File: src/rtl/page_guard.sv
module page_guard #(
  parameter int ADDR_W    = 16,
  parameter int DATA_W    = 32,
  parameter int NUM_PAGES = 16,
  parameter int NUM_AID   = 6,
  parameter int PID_W     = 3
) (
  input  logic                           clk,
  input  logic                           rst_n,
  input  logic                           req_valid,
  input  logic                           req_write,
  input  logic                           req_cpu_direct,
  input  logic                           req_cpu_super,
  input  logic [PID_W-1:0]               req_pid,
  input  logic [ADDR_W-1:0]              req_addr,
  input  logic [DATA_W-1:0]              mem_rdata,
  input  logic [NUM_PAGES*NUM_AID-1:0]   page_aid_en,
  input  logic [NUM_PAGES-1:0]           page_local,
  input  logic                           log_clear,
  output logic                           mem_we,
  output logic                           mem_re,
  output logic                           resp_valid,
  output logic                           resp_granted,
  output logic [DATA_W-1:0]              resp_rdata,
  output logic                           fault_event,
  output logic                           fault_valid,
  output logic                           fault_overflow,
  output logic [PID_W-1:0]               fault_pid,
  output logic [ADDR_W-1:0]              fault_addr,
  output logic                           fault_write,
  output logic                           fault_user
);
  localparam int PG_W = (NUM_PAGES > 1) ? $clog2(NUM_PAGES) : 1;

  logic [PG_W-1:0] page;
  logic aid_bit, local_bit, allow, violation, user_mode, log_open;

  assign page = req_addr[ADDR_W-1 -: PG_W];

  always_comb begin
    aid_bit = 1'b0;
    if (int'(req_pid) < NUM_AID)
      aid_bit = page_aid_en[int'(page) * NUM_AID + int'(req_pid)];
  end

  assign local_bit = page_local[page];
  assign allow     = req_cpu_direct ? local_bit : aid_bit;
  assign violation = req_valid & ~allow;
  assign user_mode = (req_pid >= PID_W'(3)) | ~req_cpu_super;
  assign log_open  = ~fault_valid | log_clear;

  assign mem_we = req_valid & allow & req_write;
  assign mem_re = req_valid & allow & ~req_write;

  always_ff @(posedge clk or negedge rst_n) begin
    if (!rst_n) begin
      resp_valid   <= 1'b0;
      resp_granted <= 1'b0;
      resp_rdata   <= '0;
    end else begin
      resp_valid   <= req_valid;
      resp_granted <= req_valid & allow;
      resp_rdata   <= mem_re ? mem_rdata : '0;
    end
  end

  always_ff @(posedge clk or negedge rst_n) begin
    if (!rst_n) begin
      fault_event    <= 1'b0;
      fault_valid    <= 1'b0;
      fault_overflow <= 1'b0;
      fault_pid      <= '0;
      fault_addr     <= '0;
      fault_write    <= 1'b0;
      fault_user     <= 1'b0;
    end else begin
      fault_event <= violation & log_open;
      if (log_clear) begin
        fault_valid    <= 1'b0;
        fault_overflow <= 1'b0;
      end
      if (violation && log_open) begin
        fault_valid <= 1'b1;
        fault_pid   <= req_pid;
        fault_addr  <= req_addr;
        fault_write <= req_write;
        fault_user  <= user_mode;
      end else if (violation) begin
        fault_overflow <= 1'b1;
      end
    end
  end

  assert_strobe_needs_req_R3: assert property (@(posedge clk) disable iff (!rst_n)
    (mem_we | mem_re) |-> (req_valid && (mem_we == req_write)));
  assert_strobes_exclusive_R3: assert property (@(posedge clk) disable iff (!rst_n)
    !(mem_we && mem_re));
  assert_resp_follows_req_R4: assert property (@(posedge clk) disable iff (!rst_n)
    req_valid |=> resp_valid);
  assert_denied_zero_R4: assert property (@(posedge clk) disable iff (!rst_n)
    (resp_valid && !resp_granted) |-> (resp_rdata == '0));
  assert_event_with_log_R5: assert property (@(posedge clk) disable iff (!rst_n)
    fault_event |-> fault_valid);
  assert_log_sticky_R7: assert property (@(posedge clk) disable iff (!rst_n)
    (fault_valid && !log_clear) |=> (fault_valid && !fault_event && $stable(fault_addr) && $stable(fault_pid)));
  assert_overflow_needs_log_R7: assert property (@(posedge clk) disable iff (!rst_n)
    fault_overflow |-> fault_valid);
  assert_clear_empties_R8: assert property (@(posedge clk) disable iff (!rst_n)
    (log_clear && !req_valid) |=> (!fault_valid && !fault_overflow));
endmodule

File: config.mk
export PLATFORM = sky130hd
export DESIGN_NAME = page_guard
export DESIGN_NICKNAME = d
export VERILOG_FILES = /design/src/rtl/page_guard.sv
export SDC_FILE = /design/constraint.sdc
export NUM_CORES = 1
export LEC_CHECK = 0
export BUFFER_PORTS_ARGS = -buffer_cell sky130_fd_sc_hd__clkbuf_2
export CAP_MARGIN = 40
export CORE_UTILIZATION = 42
export CTS_CLUSTER_SIZE = 24
export DETAILED_ROUTE_END_ITERATION = 12
export PLACE_DENSITY = 0.82
export SLEW_MARGIN = 15
export SYNTH_ARGS = -nofsm -noshare
export SYNTH_HDL_FRONTEND = slang
export SYNTH_SLANG_ARGS = --single-unit
File: constraint.sdc
create_clock -name clk -period 3.3 [get_ports clk]
set_input_delay 0.165 -clock clk [delete_from_list [all_inputs] [get_ports clk]]
set_output_delay 0.165 -clock clk [all_outputs]
set_load 0.005 [all_outputs]
==> results of run 1 <==
## how the worst max path moves through the flow
stage                 startpoint  depth (start not counted)                    endpoint  slack [ns]
floorplan           req_addr[12]                         10  fault_addr[15]$_DFFE_PN0P_       -0.08
global placement    req_addr[12]                         11   fault_addr[1]$_DFFE_PN0P_       -0.24
detailed placement  req_addr[12]                         11   fault_addr[0]$_DFFE_PN0P_       -0.33
CTS                 req_addr[13]                         13                      mem_re       0.001
global route        req_addr[13]                         13                      mem_re       -0.04
finish              req_addr[13]                         11   fault_addr[0]$_DFFE_PN0P_        0.07
## layer usage
layer / vias to the layer above / track usage / share of wire
met3: 22 / 0.0345 / 0.063
li1: 1429 / - / -
met2: 173 / 0.429 / 0.54
met5: - / 0 / 0
met4: 0 / 0.111 / 0.027
met1: 1466 / 0.261 / 0.37
## registers in the layout (all words and copies together), names as in the netlist
| signal | count |
|---|---|
| fault_write | 1 |
| fault_event | 1 |
| fault_addr | 16 |
| fault_overflow | 1 |
| fault_pid | 3 |
| resp_valid | 1 |
| resp_granted | 1 |
| resp_rdata | 32 |
| fault_user | 1 |
| fault_valid | 1 |
## metrics by stage
| stage | setup WS [ns] | instance area (um2) |
|---|---|---|
| finish | 0.0668 | 5140 |
| global route | -0.0393 | 5140 |
| CTS | 0.00148 | 5090 |
| detailed placement | -0.334 | 4880 |
| global placement | -0.241 | 4860 |
| floorplan | -0.0776 | 3480 |
## area by class of cell
type	instances	area [um2]
clock buffer	12	145
clock inverter	3	40.0
multi-input combinational	165	1940
fill	609	2670
sequential	58	1450
timing repair buffer	258	1410
tap	102	128
inverter	6	22.5
## cell usage in the layout, fill, tap and decap left out, drive strengths merged, types with 3 or more instances in the layout
cell,instances
a211oi,3
nor3,4
nand2,9
nand2b,3
nor2b,4
mux4,29
inv,6
buf,27
clkbuf,241
mux2i,4
ha,7
dfrtp,58
nand4,5
mux2,29
and2,34
## where the power goes
group,internal [W],switching [W]
Clock,0.000363,0.000242
Sequential,0.000840,0.0000758
Combinational,0.000553,0.000366
## critical path, delay by kind of cell
kind | cells | cell delay (ns)
xor+xnor | 1 | 0.18
mux | 3 | 1.10
fa+ha+maj | 1 | 0.63
compound gates | 3 | 0.82
buf+inv | 3 | 0.52
## timing repair
action | 4_1_cts | 5_1_grt
setup endpoints to repair | 3 | 4
hold endpoints to repair | 10 | 0
gates cloned | 0 | 0
pin swaps | 1 | 3
hold buffers | 2 | 0
resized for setup | 0 | 8
buffers inserted | 1 | 2
## cell families (layout without fill, tap and decap cells)
| group | after synthesis | count (layout) | synth area share |
|---|---|---|---|
| adder cells (fa/ha/maj) | 9 | 9 | 0.0372 |
| AO/OA/AOI/OAI | 22 | 22 | 0.0521 |
| multiplexers | 62 | 62 | 0.324 |
| flip-flops | 58 | 58 | 0.423 |
| XOR/XNOR | 4 | 4 | 0.0168 |
| AND/OR/NAND/NOR | 68 | 68 | 0.116 |
| buffers and inverters | 19 | 279 | 0.0310 |
==> run metrics, run 1 <==
status finished, final reports clean; CTS root buf clkbuf_8; syn nets 421; worst path arrival time 3.43 ns; startpoint types input pin; Overall Global Routing Usage 0.233; Setup-failing EPs final 0; maximum clock rate 309 MHz; die area 8540 um2; Yosys top cell by area dfrtp_1; Final Slew Violations 0; Die Width 92.4 um; clock buffers created by TritonCTS 9; Hold Startpoint mem_rdata[11]; pwr dens 475 nW/um2; CTS tree yes; CTS H-tree depth 3; worst reg2reg setup slack 1.82 ns; most frequent CP cell mux2_4; Reg-to-Reg End fault_addr[0]$_DFFE_PN0P_; library cells used by synthesis 47; post-synth top area share 0.423; initial antenna violation count 0; Ys Warns 0; Max VDD drop 0.216 mV; Reg2Reg Depth 5; Syn Area/Cell 14.2 um2; gr ovfl total 0; Pwr Total 0.00244 W; placed cell count 584; fin crit share 0.980; Max clock buf depth 2; Hold Slack 0.0513 ns; Reg2Reg Launch Point fault_valid$_DFFE_PN0P_; Max-cap violations 0; largest cells by area after synthesis dfrtp_1 42%, mux4_2 15%, mux2_4 8.3%, and2_1 6.2%, mux4_1 4.6%; # diodes 0; register area share after synthesis 0.423; clock tree sinks 58; vias in the first global route 3,242; Worst Tran Pin Value 0.596 ns; Routed Antenna Nets 0; worst endpoint required time 3.50 ns; Mapped Area 3430 um2; Critical Path Max Stage Delay 0.63 ns; Commonest cells post-synth 58 x dfrtp_1, 34 x and2_1, 23 x mux4_2; Iter 0 DRT Violations 79; count leader, synth dfrtp_1; layout cells sized above 1 0.659; Seq cells post-synth 58; final hold vios 0; core area 7810 um2; Crit. End Element register; critical path fanouts, max 22; CTS clock-pin slew for the worst setup and hold paths 0.06 ns; FFs w/ async S/R, synth 1.00; Slew HR 0.597; top_reg_cell synth dfrtp_1; Crit Path Class input pin to register; Hold Path End resp_rdata[11]$_DFF_PN0_; drt first pass iters 4; post-DR vias/cell 5.12; Tmin final 3.23 ns; RD Place Congestion 0.860; drt total wl 9.91 mm; Clock Skew 0.00345 ns; DRC 0; Chip Height 92.4 um; static leakage 2.75 nW; largest net degree at the start of global routing 33; initial core utilization 0.440; Wirelength per Cell 16.4 um; nets@finish 677; worst hold path type input pin to register; Layout Cells excl Fill 604; row count 32; Worst path slowest cell fa_2; via count 3,090; post-layout util 0.658; RSZ-0062 raised after global routing yes; Syn Inst Count 242; Hold Path Cell Cnt 2; DPL Wire Length 8.32 mm; I/O pins 230; first-pass GRT wire length 15.1 mm; TNS Setup 0 ns; crit path cell chain clkbuf_2 -> buf_4 -> fa_2 -> xor2_4 -> mux4_2 -> mux2_4 -> a211o_1 -> a32o_2 -> a211oi_4 -> buf_12 -> mux2_4; Clock Latency Late Sink 0.32 ns; EDFF count, synth 0; number of port buffers 229; P&R area growth vs syn 49.7%
(Power assumes the default switching activity.)
==> inputs of run 2 (changes only) <==
- CORE_UTILIZATION: 42 -> 35
- PLACE_DENSITY: 0.82 -> 0.7
==> run metrics, run 2 (synthesis results as in run 1) <==
status finished, final reports clean; Hold Path End resp_valid$_DFF_PN0_; Placement Cell Area 4960 um2 (+1.6%); max reg flops 32 (unchanged); Hold Path Cell Cnt 1 (-1); RD Place Congestion 0.889 (+3.4%); gr ovfl total 0 (unchanged); Hold Slack 0.0182 ns (-0.0331 ns); initial core utilization 0.366 (-0.0734); switch share 0.289 (+0.00855); Clock Latency Late Sink 0.32 ns (about the same); static leakage 2.81 nW (+2.1%); vias in the first global route 3,239 (-0.093%); Post-Route M1 WL 3.81 mm (+3.0%); sequential power share 0.369 (-0.007); Die Width 101 um (+9.3%); Pint 0.00176 W (+0.37%); row count 35 (+9.4%); CTS root buf clkbuf_8; DRC 0 (unchanged); Crit Path Class input pin to register; multi-input logic area 1930 um2 (-0.45%); worst hold path type input pin to register; startpoint types input pin; drt total wl 10.1 mm (+1.5%); P&R area growth vs syn 54.5%; Worst path depth 12 (+1); fin crit share 0.990 (+0.0106); commonest non-fill, non-tap cell in the layout clkbuf_2; # diodes 0 (unchanged); Largest Register resp_rdata; Chip Height 101 um (+9.3%); drt first pass iters 6 (+2); Wirelength per Cell 15.7 um (-4.1%); number of port buffers 229 (unchanged); die area 10,200 um2 (+20%); Pwr Total 0.00248 W (+1.6%); Non-Filler Cell Area, Final 5300 um2 (+3.2%); Largest regs resp_rdata: 32 flops, fault_addr: 16 flops, fault_pid: 3 flops; Tmin final 3.27 ns (+0.0349 ns); CTS clock-pin slew for the worst setup and hold paths 0.06 ns (about the same); layout cells sized above 1 0.667 (+0.00730); post-layout util 0.566 (-0.0925); nets@finish 684 (+1.0%); Comb pwr share 0.392 (+0.015); Final Slew Violations 0 (unchanged); TNS Setup 0 ns (unchanged); Worst path slowest cell fa_2; Reg-to-Reg End fault_addr[11]$_DFFE_PN0P_; critical path fanouts, max 5 (-77%); Setup-failing EPs final 0 (unchanged); final hold vios 0 (unchanged); WL met2 5.23 mm (-1.5%); Max-cap violations 0 (unchanged); worst reg2reg setup slack 1.79 ns (-0.03 ns); clock buffers created by TritonCTS 9 (unchanged); Hold Startpoint req_valid; Psw 0.000715 W (+4.7%); top sig layer met4; Slew HR 0.607 (+0.00986); post-DR vias/cell 4.84 (-5.4%); Max clock buf depth 2 (unchanged); Iter 0 DRT Violations 77 (-2.5%); CTS tree yes; Max VDD drop 0.238 mV (+10%); via count 3,092 (+0.065%); pwr dens 467 nW/um2 (-1.5%); commonest cells after routing, fill and taps aside 227 x clkbuf_2, 58 x dfrtp_1, 34 x and2_1; Overall Global Routing Usage 0.193 (-0.0394); Routed Antenna Nets 0 (unchanged); initial antenna violation count 0 (unchanged); worst endpoint required time 3.51 ns (about the same); cell family with most CP delay multiplexers; Reg area 1450 um2 (unchanged); most frequent CP cell mux2_4; Critical Path Max Stage Delay 0.65 ns (+0.02 ns); Clock Power Share 0.240 (-0.008); I/O pins 230 (unchanged); largest net degree at the start of global routing 28 (-15%); Worst Tran Pin Value 0.581 ns (-0.0146 ns); DPL Wire Length 8.42 mm (+1.3%); first-pass GRT wire length 14.9 mm (-1.3%); Crit. End Element register; WP buf/inv 3 (unchanged); worst path arrival time 3.47 ns (+0.04 ns); crit path cell chain buf_8 -> ha_4 -> fa_2 -> xor2_4 -> mux4_2 -> mux2_4 -> a211o_1 -> a32o_2 -> a211oi_4 -> buf_6 -> clkbuf_16 -> mux2_4; Clock Skew 0.00659 ns (+0.00313 ns); clock tree sinks 58 (unchanged); met3 wire length 807 um (+28%); RSZ-0062 raised after global routing yes; fillers 819 (+34%); Reg2Reg Launch Point fault_valid$_DFFE_PN0P_; maximum clock rate 306 MHz (-1.1%); core area 9370 um2 (+20%); Reg2Reg Depth 6 (+1); CTS H-tree depth 3 (unchanged)
## run 2: changes by cell type in the layout (fill, tap and decap cells not counted), moves of 2 or more
| cell | delta |
|---|---|
| buf_4 | +2 |
| buf_6 | +4 |
| clkbuf_1 | -2 |
| clkbuf_16 | +2 |
| clkbuf_2 | -2 |
| clkbuf_8 | +2 |
| clkinvlp_4 | +2 |
## run 2: final cells by class
cell class | count | share of cell area
clock buffers | 12 | 0.0312
clock inverters | 4 | 0.00472
inverters | 6 | 0.00425
multi-input cells | 165 | 0.364
flip-flops and latches | 58 | 0.274
well taps | 129 | 0.0304
repair buffers | 265 | 0.292
## run 2: worst max path at each step
| stage | from | end | slack (ns) |
|---|---|---|---|
| CTS | req_addr[12] | mem_re | 0.01 |
| global route | req_addr[13] | fault_addr[11]$_DFFE_PN0P_ | -0.03 |
| floorplan | req_addr[12] | fault_addr[15]$_DFFE_PN0P_ | -0.08 |
| detailed placement | req_addr[12] | fault_addr[0]$_DFFE_PN0P_ | -0.29 |
| global placement | req_addr[13] | fault_addr[1]$_DFFE_PN0P_ | -0.24 |
| finish | req_addr[13] | fault_addr[11]$_DFFE_PN0P_ | 0.03 |
## run 2: power by group through the flow
stage          logic [W]  registers (W)  clock network [W]
4_1_cts         0.000921       0.000913           0.000615
2_1_floorplan   0.000502       0.000923                  0
6_report        0.000970       0.000914           0.000594
3_5_place_dp    0.000916       0.000924                  0
3_3_place_gp    0.000887       0.000917                  0
5_1_grt          0.00105       0.000926           0.000653
## run 2: metrics by stage
stage          cells  setup slack (ns)
4_1_cts          631            0.0142
2_1_floorplan    242           -0.0776
6_report         639            0.0319
3_5_place_dp     614            -0.294
3_3_place_gp     613            -0.242
5_1_grt          639           -0.0297
## run 2: repair_timing
action	CTS	global route
resized for setup	0	14
endpoints found under the hold margin	17	0
buffers inserted	0	5
setup endpoints to repair	0	4
hold buffers	1	0
## run 2: per-layer routing
metal  GRT usage  vias to the layer above
li1            -                     1444
met1       0.212                     1469
met2       0.359                      167
met3      0.0430                       12
met4      0.0780                        0
met5           0                        -
==> inputs of run 3 (changes only) <==
- PLACE_DENSITY: 0.7 -> 0.73
- clock period: 3.3 -> 2.8 ns (I/O delays scaled with it)
==> run metrics, run 3 (synthesis results as in run 1) <==
CTS H-tree depth 3 (unchanged); worst endpoint required time 3.01 ns (-0.50 ns); post-layout worst setup margin -0.393 ns (-0.425 ns); Die Width 101 um (unchanged); fin crit share 1.14; most frequent CP cell mux2_4; placed cell count 617 (+0.49%); CTS tree yes; Largest regs resp_rdata: 32 flops, fault_addr: 16 flops, fault_pid: 3 flops; Largest Register resp_rdata; row count 35 (unchanged); critical path fanouts, max 6 (+1); max reg flops 32 (unchanged); initial core utilization 0.366 (unchanged); final hold vios 0 (unchanged); gr ovfl total 0 (unchanged); vias in the first global route 3,115 (-3.8%); RSZ-0062 raised after global routing yes; largest net degree at the start of global routing 33 (+18%); drt total wl 10.4 mm (+3.0%); Comb pwr share 0.414 (+0.022); drt first pass iters 4 (-2); Tmin final 3.19 ns; clock tree sinks 58 (unchanged); status finished with violations; Worst Tran Pin Value 0.760 ns (+0.179 ns); commonest cells after routing, fill and taps aside 226 x clkbuf_2, 58 x dfrtp_1, 32 x and2_1, 32 x buf_4, 23 x mux4_2; DPL Wire Length 8.08 mm (-4.1%); Clock Power Share 0.220 (-0.020); die area 10,200 um2 (unchanged); worst reg2reg setup slack 1.27 ns (-0.52 ns); pwr dens 537 nW/um2 (+15%); core area 9370 um2 (unchanged); Max clock buf depth 2 (unchanged); failing checks negative setup slack; Placement Setup Slack -0.787 ns (-0.493 ns); cell family with most CP delay multiplexers; Slew HR 0.493 (-0.114); Setup-failing EPs final 56 (+56); Max-cap violations 0 (unchanged); via count 3,157 (+2.1%); worst path arrival time 3.40 ns (-0.07 ns); nets@finish 699 (+2.2%); DRC 0 (unchanged); CTS clock-pin slew for the worst setup and hold paths 0.06 ns (about the same); initial antenna violation count 0 (unchanged); clock buffers created by TritonCTS 9 (unchanged); # diodes 0 (unchanged); Critical Path Max Stage Delay 0.60 ns (-0.05 ns); Crit Path Class input pin to register; Max VDD drop 0.323 mV (+36%); I/O pins 230 (unchanged); Pint 0.00208 W (+18%); WP buf/inv 3 (unchanged); Psw 0.000863 W (+21%); P&R area growth vs syn 59.8%; Final Slew Violations 0 (unchanged); Worst path slowest cell fa_2; Iter 0 DRT Violations 44 (-43%); Wirelength per Cell 15.8 um (+0.67%); RD Place Congestion 0.829 (-6.7%); Hold Slack 0.0252 ns (+0.00702 ns); first-pass GRT wire length 14.9 mm (about the same); post-layout util 0.585 (+0.0195); Layout Cells excl Fill 654 (+2.3%); Overall Global Routing Usage 0.195 (+0.00194); Chip Height 101 um (unchanged); Clock Latency Late Sink 0.33 ns (about the same); startpoint types input pin; commonest non-fill, non-tap cell in the layout clkbuf_2; static leakage 2.90 nW (+3.2%); number of port buffers 229 (unchanged); layout cells sized above 1 0.684 (+0.0171); Crit. End Element register; maximum clock rate 313 MHz; Routed Antenna Nets 0 (unchanged); sequential power share 0.366 (-0.003); switch share 0.293 (+0.00438); CTS root buf clkbuf_8; Clock Skew 0.00579 ns (-0.000796 ns); post-DR vias/cell 4.83 (-0.24%); worst hold path type input pin to register; crit path cell chain buf_8 -> ha_4 -> fa_2 -> xor2_4 -> mux4_2 -> mux2_4 -> a211o_1 -> a32o_2 -> a211oi_4 -> buf_6 -> clkbuf_16 -> mux2_4
## run 3: metal layers
metal | GRT usage | part of all wire | wire, um | up-vias
li1 | - | - | - | 1478
met5 | 0 | 0 | 0 | -
met3 | 0.0458 | 0.071 | 731 | 9
met2 | 0.367 | 0.52 | 5410 | 167
met1 | 0.214 | 0.39 | 4060 | 1503
met4 | 0.0680 | 0.015 | 153 | 0
## run 3: what timing repair did
action	in CTS	in global routing
setup buffers	7	8
hold buffers	3	0
endpoints found under the setup margin	56	56
gates resized for setup	15	17
pin swaps	4	6
gates cloned	1	4
hold endpoints to repair	33	0
## run 3: per-stage QoR
step | TNS (ns) | power, W | area, um2
5_1_grt | -14.31 | 0.00312 | 5480
3_3_place_gp | -27.14 | 0.00213 | 4960
4_1_cts | -12.44 | 0.00289 | 5320
3_5_place_dp | -28.95 | 0.00216 | 4960
6_report | -11.40 | 0.00295 | 5480
2_1_floorplan | -12.75 | 0.00168 | 3480
## run 3: final cells by class
type	instances	area, um2
well taps	129	161
inverters	6	22.5
fillers	813	3890
multi-input cells	165	1970
flip-flops and latches	58	1450
clock buffers	11	141
repair buffers	280	1710
clock inverters	5	30.0
## run 3: power by group through the flow
stage	registers, W	logic [W]	clock network [W]
after floorplan	0.00109	0.000592	0
after global placement	0.00109	0.00105	0
after detailed placement	0.00109	0.00108	0
after CTS	0.00108	0.00115	0.000666
after global routing	0.00109	0.00132	0.000710
final	0.00108	0.00122	0.000649
## run 3: path summary, 6_finish.rpt
| path | start | end | cells after the start |
|---|---|---|---|
| setup / recovery | req_addr[12] | fault_addr[2]$_DFFE_PN0P_ | 12 |
| min in group asynchronous | rst_n | resp_rdata[12]$_DFF_PN0_ | 2 |
| setup reg to reg | fault_valid$_DFFE_PN0P_ | fault_addr[2]$_DFFE_PN0P_ | 6 |
| max in group asynchronous | rst_n | resp_rdata[26]$_DFF_PN0_ | 3 |
| hold reg to reg | fault_addr[5]$_DFFE_PN0P_ | fault_addr[5]$_DFFE_PN0P_ | 1 |
| hold / removal | mem_rdata[7] | resp_rdata[7]$_DFF_PN0_ | 2 |
